File: src/rtl/ptr_pkg.sv
package ptr_pkg;
  typedef enum logic [2:0] {
    MD_PLAIN   = 3'd0,
    MD_POSTINC = 3'd1,
    MD_PREDEC  = 3'd2,
    MD_DISP    = 3'd3,
    MD_DIRECT  = 3'd4,
    MD_PROG    = 3'd5,
    MD_PROGINC = 3'd6,
    MD_MOVW    = 3'd7
  } accMode_t;

  typedef struct packed {
    logic capture;    // latch address and write-back word
    logic driveAddr;  // present the latched address on the port
  } pathCtl_t;
endpackage

File: src/rtl/ptrCtl.sv
module ptrCtl
  import ptr_pkg::*;
(
  input  logic       clk,
  input  logic       rstN,
  input  logic       start,
  input  accMode_t   mode,
  input  logic [1:0] ptrSel,
  input  logic       isStore,
  output pathCtl_t   ctl,
  output logic       busy,
  output logic       done,
  output logic       dataRd,
  output logic       dataWr,
  output logic       progRd,
  output logic       wbEn
);
  localparam int PhW = 2;

  logic [PhW-1:0] phase;
  logic [PhW-1:0] lastPh;
  accMode_t       modeQ;
  logic           storeQ;
  logic           legal;
  logic           isData;

  always_comb begin
    unique case (mode)
      MD_PLAIN, MD_POSTINC, MD_PREDEC: legal = (ptrSel != 2'd3);
      MD_DISP:                         legal = (ptrSel == 2'd1) || (ptrSel == 2'd2);
      default:                         legal = 1'b1;
    endcase
  end

  always_comb begin
    unique case (modeQ)
      MD_MOVW:             lastPh = PhW'(1);
      MD_PROG, MD_PROGINC: lastPh = PhW'(3);
      default:             lastPh = PhW'(2);
    endcase
  end

  always_ff @(posedge clk) begin
    if (!rstN) begin
      phase  <= '0;
      modeQ  <= MD_PLAIN;
      storeQ <= 1'b0;
    end else if (phase == '0) begin
      if (start && legal) begin
        phase  <= PhW'(1);
        modeQ  <= mode;
        storeQ <= isStore;
      end
    end else if (phase == lastPh) begin
      phase <= '0;
    end else begin
      phase <= phase + PhW'(1);
    end
  end

  assign busy   = (phase != '0);
  assign done   = busy && (phase == lastPh);
  assign isData = (modeQ == MD_PLAIN) || (modeQ == MD_POSTINC) || (modeQ == MD_PREDEC)
               || (modeQ == MD_DISP) || (modeQ == MD_DIRECT);
  assign dataRd = (phase == PhW'(1)) && isData && !storeQ;
  assign dataWr = (phase == PhW'(1)) && isData && storeQ;
  assign progRd = (phase == PhW'(1)) && ((modeQ == MD_PROG) || (modeQ == MD_PROGINC));
  assign wbEn   = ((modeQ == MD_PREDEC)  && (phase == PhW'(1)))
               || ((modeQ == MD_POSTINC) && (phase == PhW'(2)))
               || ((modeQ == MD_PROGINC) && (phase == PhW'(3)))
               || ((modeQ == MD_MOVW)    && (phase == PhW'(1)));

  assign ctl.capture   = (phase == '0) && start && legal;
  assign ctl.driveAddr = busy && (modeQ != MD_MOVW);

  AST_DONE_ENDS: assert property (@(posedge clk) disable iff (!rstN)
    done |=> !busy);
  AST_ONE_STROBE: assert property (@(posedge clk) disable iff (!rstN)
    $onehot0({dataRd, dataWr, progRd}));
  AST_DATA_TWO: assert property (@(posedge clk) disable iff (!rstN)
    (dataRd || dataWr) |=> done);
  AST_PROG_THREE: assert property (@(posedge clk) disable iff (!rstN)
    progRd |=> (busy && !done));
  AST_HOLD_MODE: assert property (@(posedge clk) disable iff (!rstN)
    (busy && !done) |=> $stable(modeQ));
endmodule

File: src/rtl/ptrPath.sv
module ptrPath
  import ptr_pkg::*;
#(
  parameter int AddrW = 16,
  parameter int DispW = 6
) (
  input  logic             clk,
  input  logic             rstN,
  input  pathCtl_t         ctl,
  input  accMode_t         mode,
  input  logic [AddrW-1:0] ptrVal,
  input  logic [DispW-1:0] disp,
  input  logic [AddrW-1:0] immAddr,
  input  logic [AddrW-1:0] srcWord,
  output logic [AddrW-1:0] memAddr,
  output logic [AddrW-1:0] wbWord
);
  localparam int PadW = AddrW - DispW;

  logic [AddrW-1:0] ptrInc, ptrDec, ptrOff;
  logic [AddrW-1:0] effNext, wbNext;
  logic [AddrW-1:0] effQ;

  assign ptrInc = ptrVal + AddrW'(1);
  assign ptrDec = ptrVal - AddrW'(1);
  assign ptrOff = ptrVal + {{PadW{1'b0}}, disp};

  always_comb begin
    unique case (mode)
      MD_PREDEC: effNext = ptrDec;
      MD_DISP:   effNext = ptrOff;
      MD_DIRECT: effNext = immAddr;
      MD_MOVW:   effNext = '0;
      default:   effNext = ptrVal;
    endcase
    unique case (mode)
      MD_POSTINC, MD_PROGINC: wbNext = ptrInc;
      MD_PREDEC:              wbNext = ptrDec;
      MD_MOVW:                wbNext = srcWord;
      default:                wbNext = ptrVal;
    endcase
  end

  always_ff @(posedge clk) begin
    if (!rstN) begin
      effQ   <= '0;
      wbWord <= '0;
    end else if (ctl.capture) begin
      effQ   <= effNext;
      wbWord <= wbNext;
    end
  end

  assign memAddr = ctl.driveAddr ? effQ : '0;

  AST_ADDR_HOLD: assert property (@(posedge clk) disable iff (!rstN)
    ctl.driveAddr |=> (!ctl.driveAddr || $stable(memAddr)));
endmodule

File: src/rtl/ptrAddrGen.sv
module ptrAddrGen
  import ptr_pkg::*;
#(
  parameter int AddrW = 16,
  parameter int DispW = 6
) (
  input  logic             clk,
  input  logic             rstN,
  input  logic             start,
  input  logic [2:0]       mode,
  input  logic [1:0]       ptrSel,
  input  logic             isStore,
  input  logic [AddrW-1:0] ptrVal,
  input  logic [DispW-1:0] disp,
  input  logic [AddrW-1:0] immAddr,
  input  logic [AddrW-1:0] srcWord,
  output logic             busy,
  output logic             done,
  output logic             dataRd,
  output logic             dataWr,
  output logic             progRd,
  output logic             wbEn,
  output logic [AddrW-1:0] memAddr,
  output logic [AddrW-1:0] wbValue
);
  pathCtl_t         ctl;
  accMode_t         modeIn;
  logic [AddrW-1:0] wbWord;

  assign modeIn = accMode_t'(mode);

  ptrCtl u_ctl (
    .clk(clk), .rstN(rstN), .start(start), .mode(modeIn), .ptrSel(ptrSel),
    .isStore(isStore), .ctl(ctl), .busy(busy), .done(done), .dataRd(dataRd),
    .dataWr(dataWr), .progRd(progRd), .wbEn(wbEn)
  );

  ptrPath #(.AddrW(AddrW), .DispW(DispW)) u_path (
    .clk(clk), .rstN(rstN), .ctl(ctl), .mode(modeIn), .ptrVal(ptrVal),
    .disp(disp), .immAddr(immAddr), .srcWord(srcWord), .memAddr(memAddr),
    .wbWord(wbWord)
  );

  assign wbValue = wbEn ? wbWord : '0;

  AST_IDLE_ZERO: assert property (@(posedge clk) disable iff (!rstN)
    !busy |-> (memAddr == '0 && wbValue == '0 && !wbEn));
  AST_PREDEC_MATCH: assert property (@(posedge clk) disable iff (!rstN)
    (wbEn && (dataRd || dataWr)) |-> (wbValue == memAddr));
endmodule

File: config.mk
export PLATFORM = sky130hd
export DESIGN_NAME = ptrAddrGen
export DESIGN_NICKNAME = d
export VERILOG_FILES = /design/src/rtl/ptr_pkg.sv /design/src/rtl/ptrCtl.sv /design/src/rtl/ptrPath.sv /design/src/rtl/ptrAddrGen.sv
export SDC_FILE = /design/constraint.sdc
export NUM_CORES = 1
export LEC_CHECK = 0
export BUFFER_PORTS_ARGS = -buffer_cell sky130_fd_sc_hd__buf_4
export CORE_MARGIN = 2
export CORE_UTILIZATION = 59
export DETAILED_ROUTE_END_ITERATION = 12
export GPL_TIMING_DRIVEN = 0
export PLACE_DENSITY = 0.95
export REMOVE_ABC_BUFFERS = 1
export SKIP_CTS_REPAIR_TIMING = 1
export SLEW_MARGIN = 20
export SYNTH_ARGS = -nofsm -noshare
export SYNTH_HDL_FRONTEND = slang
export SYNTH_SLANG_ARGS = --single-unit
File: constraint.sdc
create_clock -name clk -period 6.4 [get_ports clk]
set_clock_uncertainty 0.1 [all_clocks]
set_input_delay 1.6 -clock clk [delete_from_list [all_inputs] [get_ports clk]]
set_output_delay 1.6 -clock clk [all_outputs]
set_load 0.01 [all_outputs]
Word level (Yosys, flattened, before mapping)

Cells that the tools add are included.

Register bits: 38
Latch bits: 0
RAM bits: 0
ROM bits: 0
Input bits: 63
Output and inout port bits: 38
Logic and storage cells: 71
Memories kept: 0

$add $sub $neg: 4
Multiply operators: 0
Divide/modulo/power cells: 0
Magnitude comparators: 0
Equal/unequal tests: 22
Shift-type cells: 0
Muxes and demuxes: 9
Bitwise operators: 0
Reductions and logical operators: 31

Operators by type and width:

| cell                                                 | count |
|---|---|
| case mux 16 bit (4 select lines)                     | 1 |
| case mux 16 bit (3 select lines)                     | 1 |
| 2-to-1 mux 16 bit                                    | 2 |
| equality test 3 bit (second input constant)          | 7 |
| adder 16 x 1 -> 16 bit (second input constant)       | 1 |
| adder 16 x 6 -> 16 bit                               | 1 |
| subtractor 16 x 1 -> 16 bit (second input constant)  | 1 |
| logical AND 1 bit                                    | 13 |
| equality test 3 x 2 -> 1 bit (second input constant) | 4 |
| logical OR 1 bit                                     | 9 |
| equality test 2 bit (second input constant)          | 3 |
| equality test 3 x 1 -> 1 bit (second input constant) | 2 |
| logical NOT 3 bit                                    | 2 |
| 2-to-1 mux 2 bit                                     | 3 |
| equality test 2 x 1 -> 1 bit (second input constant) | 2 |
| != test 2 bit (second input constant)                | 2 |
| case mux 2 bit (2 select lines)                      | 1 |
| OR reduction 2 bit                                   | 2 |
| != test 3 bit (second input constant)                | 1 |
| OR reduction 3 bit                                   | 1 |
| adder 2 x 1 -> 2 bit (second input constant)         | 1 |
| equality test 2 bit                                  | 1 |
| logical NOT 2 bit                                    | 1 |
| case mux 1 bit (2 select lines)                      | 1 |
| 3 further kinds                                      | 3 |

Logic depth before layout (Yosys ltp)

Gate-level depths: netlist of the first run.

Word-level depth: 7
Depth in mapped cells: 10
Gate-level depth less buffers: 9

Hierarchy

Synthesis of the first run repeated with hierarchy kept, for this count alone.

Cell total of the unflattened synthesis: 575
Area total of the unflattened synthesis: 4048.9 µm²

By module, submodules not included:

| module     | instances | cells each | area each (µm²) | sequential area each (µm²) |
|---|---|---|---|---|
| ptrPath    | 1         | 496        | 3435.8          | 640.6 |
| ptrCtl     | 1         | 62         | 486.7           | 120.1 |
| ptrAddrGen | 1         | 17         | 126.4           | 0.0 |

Worst setup path before layout of the first run

No wires, ideal clock.

Kind: input to register
From: in ptrVal[0]
To: reg u_path.effQ[12]
Setup time: 0.126 ns
Arrival: 3.160 ns
Data required time: 6.174 ns
Slack: 3.015 ns
Stages on the path: 9
Path buffers: 0
Cell sequence: ha_1 > inv_1 > fa_1 > nor2b_1 > o2111ai_1 > a211oi_1 > xor2_1 > a211oi_1 > nor4_1

Word-level cells in the longest chain between the ends: 2
Elaborated cells on any way between the ends: 3
Those cells by class: 2 x add/sub; 1 x mux

Ends and longest elaborated chain:

| element                                                                      | line                         | source |
|---|---|---|
| from (decl)                                                                  | ptrAddrGen.sv:13             | `input logic [AddrW-1:0] ptrVal,` |
| adder 16 x 6 -> 16 bit / subtractor 16 x 1 -> 16 bit (equally long branches) | ptrPath.sv:26, ptrPath.sv:25 |  |
| case mux 16 bit (4 select lines) *                                           | ptrPath.sv:29                | `unique case (mode)` |
| to (signal assigned)                                                         | ptrPath.sv:49                | `effQ <= effNext;` |
| to (decl)                                                                    | ptrPath.sv:22                | `logic [AddrW-1:0] effQ;` |

Mark *: on every way between the ends. The rest lies on a longest branch, timed or not.
A chain may end at the register's enable or synchronous reset.

Worst setup path after layout of the first run

From: reg u_ctl.phase[1]
To: out wbValue[14]

Word-level cells in the longest chain between the ends: 6
Elaborated cells on any way between the ends: 11
Those cells by class: 3 x eq/ne; 1 x mux; 7 x reduce/logical

Ends and longest elaborated chain:

| element                                                                    | line                                     | source |
|---|---|---|
| from (decl)                                                                | ptrCtl.sv:20                             | `logic [PhW-1:0] phase;` |
| from (signal assigned)                                                     | ptrCtl.sv:50                             | `phase <= PhW'(1);` |
| from (signal assigned)                                                     | ptrCtl.sv:57                             | `phase <= phase + PhW'(1);` |
| equality test 2 x 1 -> 1 bit / equality test 2 bit (equally long branches) | ptrCtl.sv:68, ptrCtl.sv:71, ptrCtl.sv:69 |  |
| logical AND 1 bit (on tied branches)                                       | ptrCtl.sv:68, ptrCtl.sv:69               |  |
| logical OR 1 bit                                                           | ptrCtl.sv:69                             | `\|\| ((modeQ == MD_POSTINC) && (phase == PhW'(2)))` |
| logical OR 1 bit                                                           | ptrCtl.sv:70                             | `\|\| ((modeQ == MD_PROGINC) && (phase == PhW'(3)))` |
| logical OR 1 bit *                                                         | ptrCtl.sv:71                             | `\|\| ((modeQ == MD_MOVW) && (phase == PhW'(1)));` |
| 2-to-1 mux 16 bit *                                                        | ptrAddrGen.sv:44                         | `assign wbValue = wbEn ? wbWord : '0;` |
| to (decl)                                                                  | ptrAddrGen.sv:24                         | `output logic [AddrW-1:0] wbValue` |

Marks and branches as above.

==> results of run 1 <==
## cells in the final DEF, fill, tap and decap left out, types with 6 or more instances in the layout
| cell | count |
|---|---|
| a211oi_1 | 7 |
| a21oi_1 | 42 |
| a31oi_1 | 9 |
| and2_1 | 36 |
| buf_4 | 100 |
| dfxtp_1 | 38 |
| ha_1 | 13 |
| inv_1 | 15 |
| mux2i_1 | 7 |
| nand2_1 | 54 |
| nand3_1 | 15 |
| nand4_1 | 13 |
| nor2_1 | 42 |
| nor3_1 | 15 |
| nor4_1 | 6 |
| o211ai_1 | 15 |
| o21a_1 | 8 |
| o21ai_0 | 33 |
| o21ai_1 | 11 |
| o22ai_1 | 6 |
| or3_1 | 11 |
| xnor2_1 | 16 |
| xor2_1 | 14 |
## kinds of logic after synthesis
logic type / synth area share [%]
adders and majority gates: 4.540
and+or+nand+nor: 29.51
buffers and inverters: 7.618
muxes: 2.021
DFF: 18.91
xor gates and xnor gates: 6.748
AOI/OAI and AO/OA: 30.66
## synthesized netlist by cell type (6+ instances only)
master     n
nand2_1   55
a21oi_1   42
nor2_1    42
dfxtp_1   38
and2_1    37
o21ai_0   34
clkbuf_1  27
xnor2_1   17
inv_1     15
nand3_1   15
nor3_1    15
o211ai_1  15
xor2_1    14
ha_1      13
nand4_1   13
buf_2     11
o21ai_1   11
or3_1     11
a31oi_1   10
o21a_1     8
a211oi_1   7
mux2i_1    7
nor4_1     6
o22ai_1    6
## layer usage
layer,global-route usage [%],part of all wire (%),vias to the layer above
met5,0,0,-
met4,13.35,2.9,0
met3,3.905,9.8,56
met2,60.07,47,316
met1,48.77,41,2225
li1,-,-,2186
## state kept, by name (all words and copies together), names as in the netlist
signal and flops:
u_ctl.phase 2, u_ctl.modeQ 3, u_path.effQ 16, u_path.wbWord 16
u_ctl.storeQ 1
## path summary, 6_finish.rpt
path | start | to | slack, ns | cells after the start
worst max-delay path | u_ctl.phase[1] | wbValue[14] | 2.43 | 7
worst min-delay path | u_path.effQ[11] | u_path.effQ[11] | 0.36 | 2
worst max register to register | u_ctl.phase[0] | u_path.wbWord[10] | 4.22 | 7
worst min register to register | u_path.effQ[11] | u_path.effQ[11] | 0.36 | 2
## final cells by class
type | instances | area share (%)
clock buffer | 5 | 1.430
clock inverter | 3 | 1.430
inverter | 15 | 1.170
multi-input combinational | 463 | 61.90
sequential | 38 | 15.81
tap | 80 | 2.081
timing repair buffer | 101 | 16.18
## through the flow
| step | area [µm²] | total power, mW | setup slack (ns) | std cells |
|---|---|---|---|---|
| after global placement | 4624 | 0.6767 | 1.656 | 696 |
| final | 4811 | 0.9685 | 2.434 | 705 |
| after detailed placement | 4663 | 0.7035 | 2.069 | 697 |
| after CTS | 4801 | 0.9583 | 2.367 | 705 |
| after global routing | 4811 | 1.012 | 2.323 | 705 |
| after floorplan | 3774 | 0.5286 | 2.650 | 516 |
## power by group through the flow
stage | Sequential [mW] | Combinational (mW) | Clock (mW)
global placement | 0.303 | 0.374 | 0
CTS | 0.301 | 0.399 | 0.259
finish | 0.301 | 0.410 | 0.257
detailed placement | 0.307 | 0.397 | 0
global route | 0.306 | 0.441 | 0.265
floorplan | 0.299 | 0.230 | 0
## worst reg2reg max path: cells and delay by family, from the launching register on
kind	cells	cell delay (ns)
AOI/OAI and AO/OA	2	0.28
DFF	1	0.38
and+or+nand+nor	2	0.75
adders and majority gates	1	0.27
buffers and inverters	2	0.35
==> run metrics, run 1 <==
largest cells by area after synthesis dfxtp_1, and2_1, a21oi_1; RSZ-0062 raised after global routing no; 1st-iter DRT viols 582; H-tree depth 2; Slew HR 35.21%; Max IR drop VDD 0.1163 mV; synth warn 0; fin util 72.00%; crit path cell chain inv_1 > ha_1 > mux2_2 > nand2_1 > o21ai_2 > and2_1 > buf_4; CP max FO 17; fin crit share 61.98%; # rows 30; CTS tree yes; Core Footprint 6681 µm²; Worst path top cell family by delay compound AO/OA/AOI/OAI gates; area of the multi-input gates 2978 µm²; Seq cells post-synth 38; root buf cell clkbuf_8; share of total power in sequential cells 31.1%; Post-synth EDFFs 0; WL final 13940 µm; starting density of the core 60.22%; I/O pin cnt 101; gpl congestion 0.9602; Least-Margin Pin Slew 0.9596 ns; fin nets 701; Synth area leader dfxtp_1; DR vias/cell 6.784; mapped cell area 4024 µm²; Required @ worst endpoint 4.70 ns; Synth cell types 76; sequential cell area 760.7 µm²; commonest register cell after synthesis dfxtp_1; initial antenna violation count 0; die height 86.59 µm; drt first pass iters 5; Hold Path Class register to register; NetSw 371.1 µW; setup TNS 0 ns; Leakage 1.956 nW; Crit. End Element output pin; total die area 7497 µm²; Cell Pwr Density 201.3 nW/µm²; hold_ws 0.3574 ns; Tmin final 3.966 ns; Sw Ratio 38.32%; area growth from synthesis to layout 19.56%; crit path DAT 2.27 ns; total track usage 36.29%; Critical-path top delay cell o21ai_2; Async SR Flop Fraction 0%; # DRC 0; worst skew pair latency 0.30 ns; WL/cell 19.77 µm; crit path kind register to output pin; Final Hold Vio Count 0; Antenna Nets Post-Route 0; maximum clock path buffer count 2; first-pass GRT wire length 21830 µm; largest net degree at the start of global routing 39; hpwl dp 9889 µm; Clk network pwr share 26.5%; CP Launch Type register; die width 86.59 µm; clock sink count 38; Overflow after GRT 0; port bufs 100; Combinational Power Share 42.4%; layout cells sized above 1 20.32%; Setup Viol. Count Final 0; Slew Limit Fails 0; Max Cap Viol 0; Max Clk Rate 252.1 MHz; post-synth top area share 18.91%; Ant. Diodes 0; TritonCTS Buffers 5; vias in the first global route 4386; status finished clean; sequential fraction of the synthesis area 18.91%; Clock Pin Slew Worst Setup and Hold Paths 0.09 ns; WP buf/inv 2; total internal power 597.3 µW; Critical Path Max Stage Delay 0.62 ns; Vias 4783; Syn Inst Count 566; Fill cells 550; syn avg cell area 7.109 µm²
Power figures use the tool's default switching activity.
==> inputs of run 2 (changes only) <==
--- a/config.mk
+++ b/config.mk
@@ -5,12 +5,13 @@
 export SDC_FILE = /design/constraint.sdc
 export NUM_CORES = 1
 export LEC_CHECK = 0
+export ABC_AREA = 1
 export BUFFER_PORTS_ARGS = -buffer_cell sky130_fd_sc_hd__buf_4
 export CORE_MARGIN = 2
-export CORE_UTILIZATION = 59
+export CORE_UTILIZATION = 49
 export DETAILED_ROUTE_END_ITERATION = 12
 export GPL_TIMING_DRIVEN = 0
-export PLACE_DENSITY = 0.95
+export PLACE_DENSITY = 0.88
 export REMOVE_ABC_BUFFERS = 1
 export SKIP_CTS_REPAIR_TIMING = 1
 export SLEW_MARGIN = 20
==> constraint.sdc (replaced) <==
create_clock -name clk -period 3.26 [get_ports clk]
set_clock_uncertainty 0.1 [all_clocks]
set_input_delay 0.815 -clock clk [delete_from_list [all_inputs] [get_ports clk]]
set_output_delay 0.815 -clock clk [all_outputs]
set_load 0.01 [all_outputs]
==> run 2 against run 1 <==
Compared with the run above:
- first-iteration DRC count shrank 46%
- die area up 19%
- final cell count is 26% higher
- critical path type unchanged
==> run metrics, run 2 <==
status finished clean; Least-Margin Pin Slew 0.9455 ns; WL/cell 14.58 µm; total track usage 29.78%; RSZ-0062 raised after global routing no; Seq cells post-synth 38; hpwl dp 9784 µm; Overflow after GRT 0; fin nets 865; Synth area leader nand2_1; Max IR drop VDD 0.1944 mV; Final Hold Vio Count 0; Reg2Reg Depth 6; Critical-path top delay cell inv_1; Post-synth EDFFs 0; crit path kind register to output pin; DR vias/cell 5.329; Setup Viol. Count Final 0; first-pass GRT wire length 20890 µm; post-synth top area share 19.41%; sequential fraction of the synthesis area 19.01%; Slew HR 36.58%; Max Cap Viol 0; commonest non-fill, non-tap cells in the layout nand2_1, buf_4, inv_1, nor2_1, nand3_1; 1st-iter DRT viols 312; area growth from synthesis to layout 19.69%; placed cell area 4693 µm²; Cell Pwr Density 341.1 nW/µm²; Ant. Diodes 0; Clock Pin Slew Worst Setup and Hold Paths 0.08 ns; WP buf/inv 3; # rows 32; biggest regs u_path.effQ x16, u_path.wbWord x16, u_ctl.modeQ x3; commonest non-fill, non-tap cell in the layout nand2_1; crit path cell chain inv_1 > ha_1 > nand3_1 > o21ai_0 > nand2_1 > nand2_1 > inv_1 > nor2_1 > buf_4; CP max FO 16; initial antenna violation count 0; root buf cell clkbuf_8; vias in the first global route 4303; H-tree depth 2; hold_ws 0.3674 ns; die height 94.38 µm; WL final 12990 µm; die width 94.38 µm; Max Clk Rate 327.1 MHz; Core Footprint 7807 µm²; Worst setup endpoint wbValue[11]; number of cells on the critical path 9; total die area 8908 µm²; Tmin final 3.057 ns; gpl congestion 0.9418; Worst path top cell family by delay buffers and inverters; TritonCTS Buffers 5; largest cells by area after synthesis nand2_1, dfxtp_1, nand3_1; crit path DAT 2.14 ns; largest net degree at the start of global routing 63; port bufs 100; clock sink count 38; maximum clock path buffer count 2; commonest register cell after synthesis dfxtp_1; Hold Path Class register to register; layout cells sized above 1 19.65%; mapped cell area 4003 µm²; synth warn 0; top-count cell post-synth nand2_1; Critical Path Max Stage Delay 0.48 ns; post-route cell area 4791 µm²; I/O pin cnt 101; setup TNS 0 ns; Async SR Flop Fraction 0%; # DRC 0; Required @ worst endpoint 2.34 ns; Vias 4748; syn avg cell area 5.653 µm²; crit path from u_ctl.phase[0]; CP Launch Type register; Syn Inst Count 708; worst reg2reg setup slack 1.28 ns; fin crit share 93.77%; Fill cells 805; worst skew pair latency 0.30 ns; worst reg2reg path endpoint u_path.wbWord[7]; Antenna Nets Post-Route 0; starting density of the core 51.27%; Synth cell types 39; drt first pass iters 5; CTS tree yes; Slew Limit Fails 0; Leakage 2.234 nW; Crit. End Element output pin; worst r2r src u_ctl.phase[0]; synth cell count leaders nand2_1, inv_1, nor2_1, nand3_1, a21oi_1
[run 2: cell types whose count changed after synthesis, moves of 11 or more]
cell / change
nand2_1: +152
inv_1: +79
nand3_1: +61
nor2_1: +52
and2_1: -36
a21oi_2: +23
clkbuf_1: -19
o21ai_0: -16
xnor2_1: -16
nor3_1: -14
xor2_1: -12
o211ai_1: -11
or3_1: -11
[run 2: layer usage]
metal / part of all wire, % / track usage (%)
met4: 1.5 / 8.937
met1: 45 / 39.38
met2: 47 / 50.71
met5: 0 / 0
met3: 7.1 / 3.831
[run 2: through the flow]
stage / power [mW] / setup slack (ns) / cells / utilization (%)
final: 1.634 / 0.2032 / 891 / 61.36
after CTS: 1.627 / 0.1395 / 891 / 61.33
after global placement: 1.250 / 0.4061 / 883 / 60.11
after global routing: 1.741 / 0.02226 / 891 / 61.36
after detailed placement: 1.274 / 0.3668 / 883 / 60.11
after floorplan: 1.008 / 0.9212 / 681 / -
[run 2: worst min-delay path by stage]
stage / start / end / slack, ns / cells after the start
5_1_grt: u_path.wbWord[15] / u_path.wbWord[15] / 0.39 / 2
2_1_floorplan: u_ctl.storeQ / u_ctl.storeQ / 0.34 / 2
3_5_place_dp: u_path.wbWord[6] / u_path.wbWord[6] / 0.36 / 2
6_report: u_path.wbWord[6] / u_path.wbWord[6] / 0.37 / 2
4_1_cts: u_path.wbWord[6] / u_path.wbWord[6] / 0.37 / 2
3_3_place_gp: u_ctl.storeQ / u_ctl.storeQ / 0.35 / 2
[run 2: area by class of cell]
cell class | instances | area, µm² | area share, %
multi-input combinational | 539 | 2664 | 55.60
sequential | 38 | 760.7 | 15.88
timing repair buffer | 100 | 750.7 | 15.67
inverter | 104 | 392.9 | 8.201
tap | 102 | 127.6 | 2.664
clock buffer | 6 | 82.58 | 1.724
clock inverter | 2 | 12.51 | 0.2612
[run 2: worst register-to-register path: cells and delay by family, from the launching register on]
family                     cells  cell delay, ns
adders and majority gates      1            0.31
and+or+nand+nor                1            0.37
DFF                            1            0.43
AOI/OAI and AO/OA              2            0.27
buffers and inverters          2            0.36
[run 2: cell families (layout without fill, tap and decap cells)]
kind of cell / count (synthesis) / after routing / share of synthesized area [%]
xor+xnor: 3 / 3 / 0.6566
compound gates: 122 / 122 / 18.32
simple gates: 400 / 400 / 42.95
buf+inv: 131 / 212 / 14.50
flops: 38 / 38 / 19.01
fa+ha+maj: 14 / 14 / 4.564
[run 2: report_power, final]
group / switching (mW) / internal [mW]
Sequential: 0.0375 / 0.526
Clock: 0.189 / 0.170
Combinational: 0.458 / 0.254
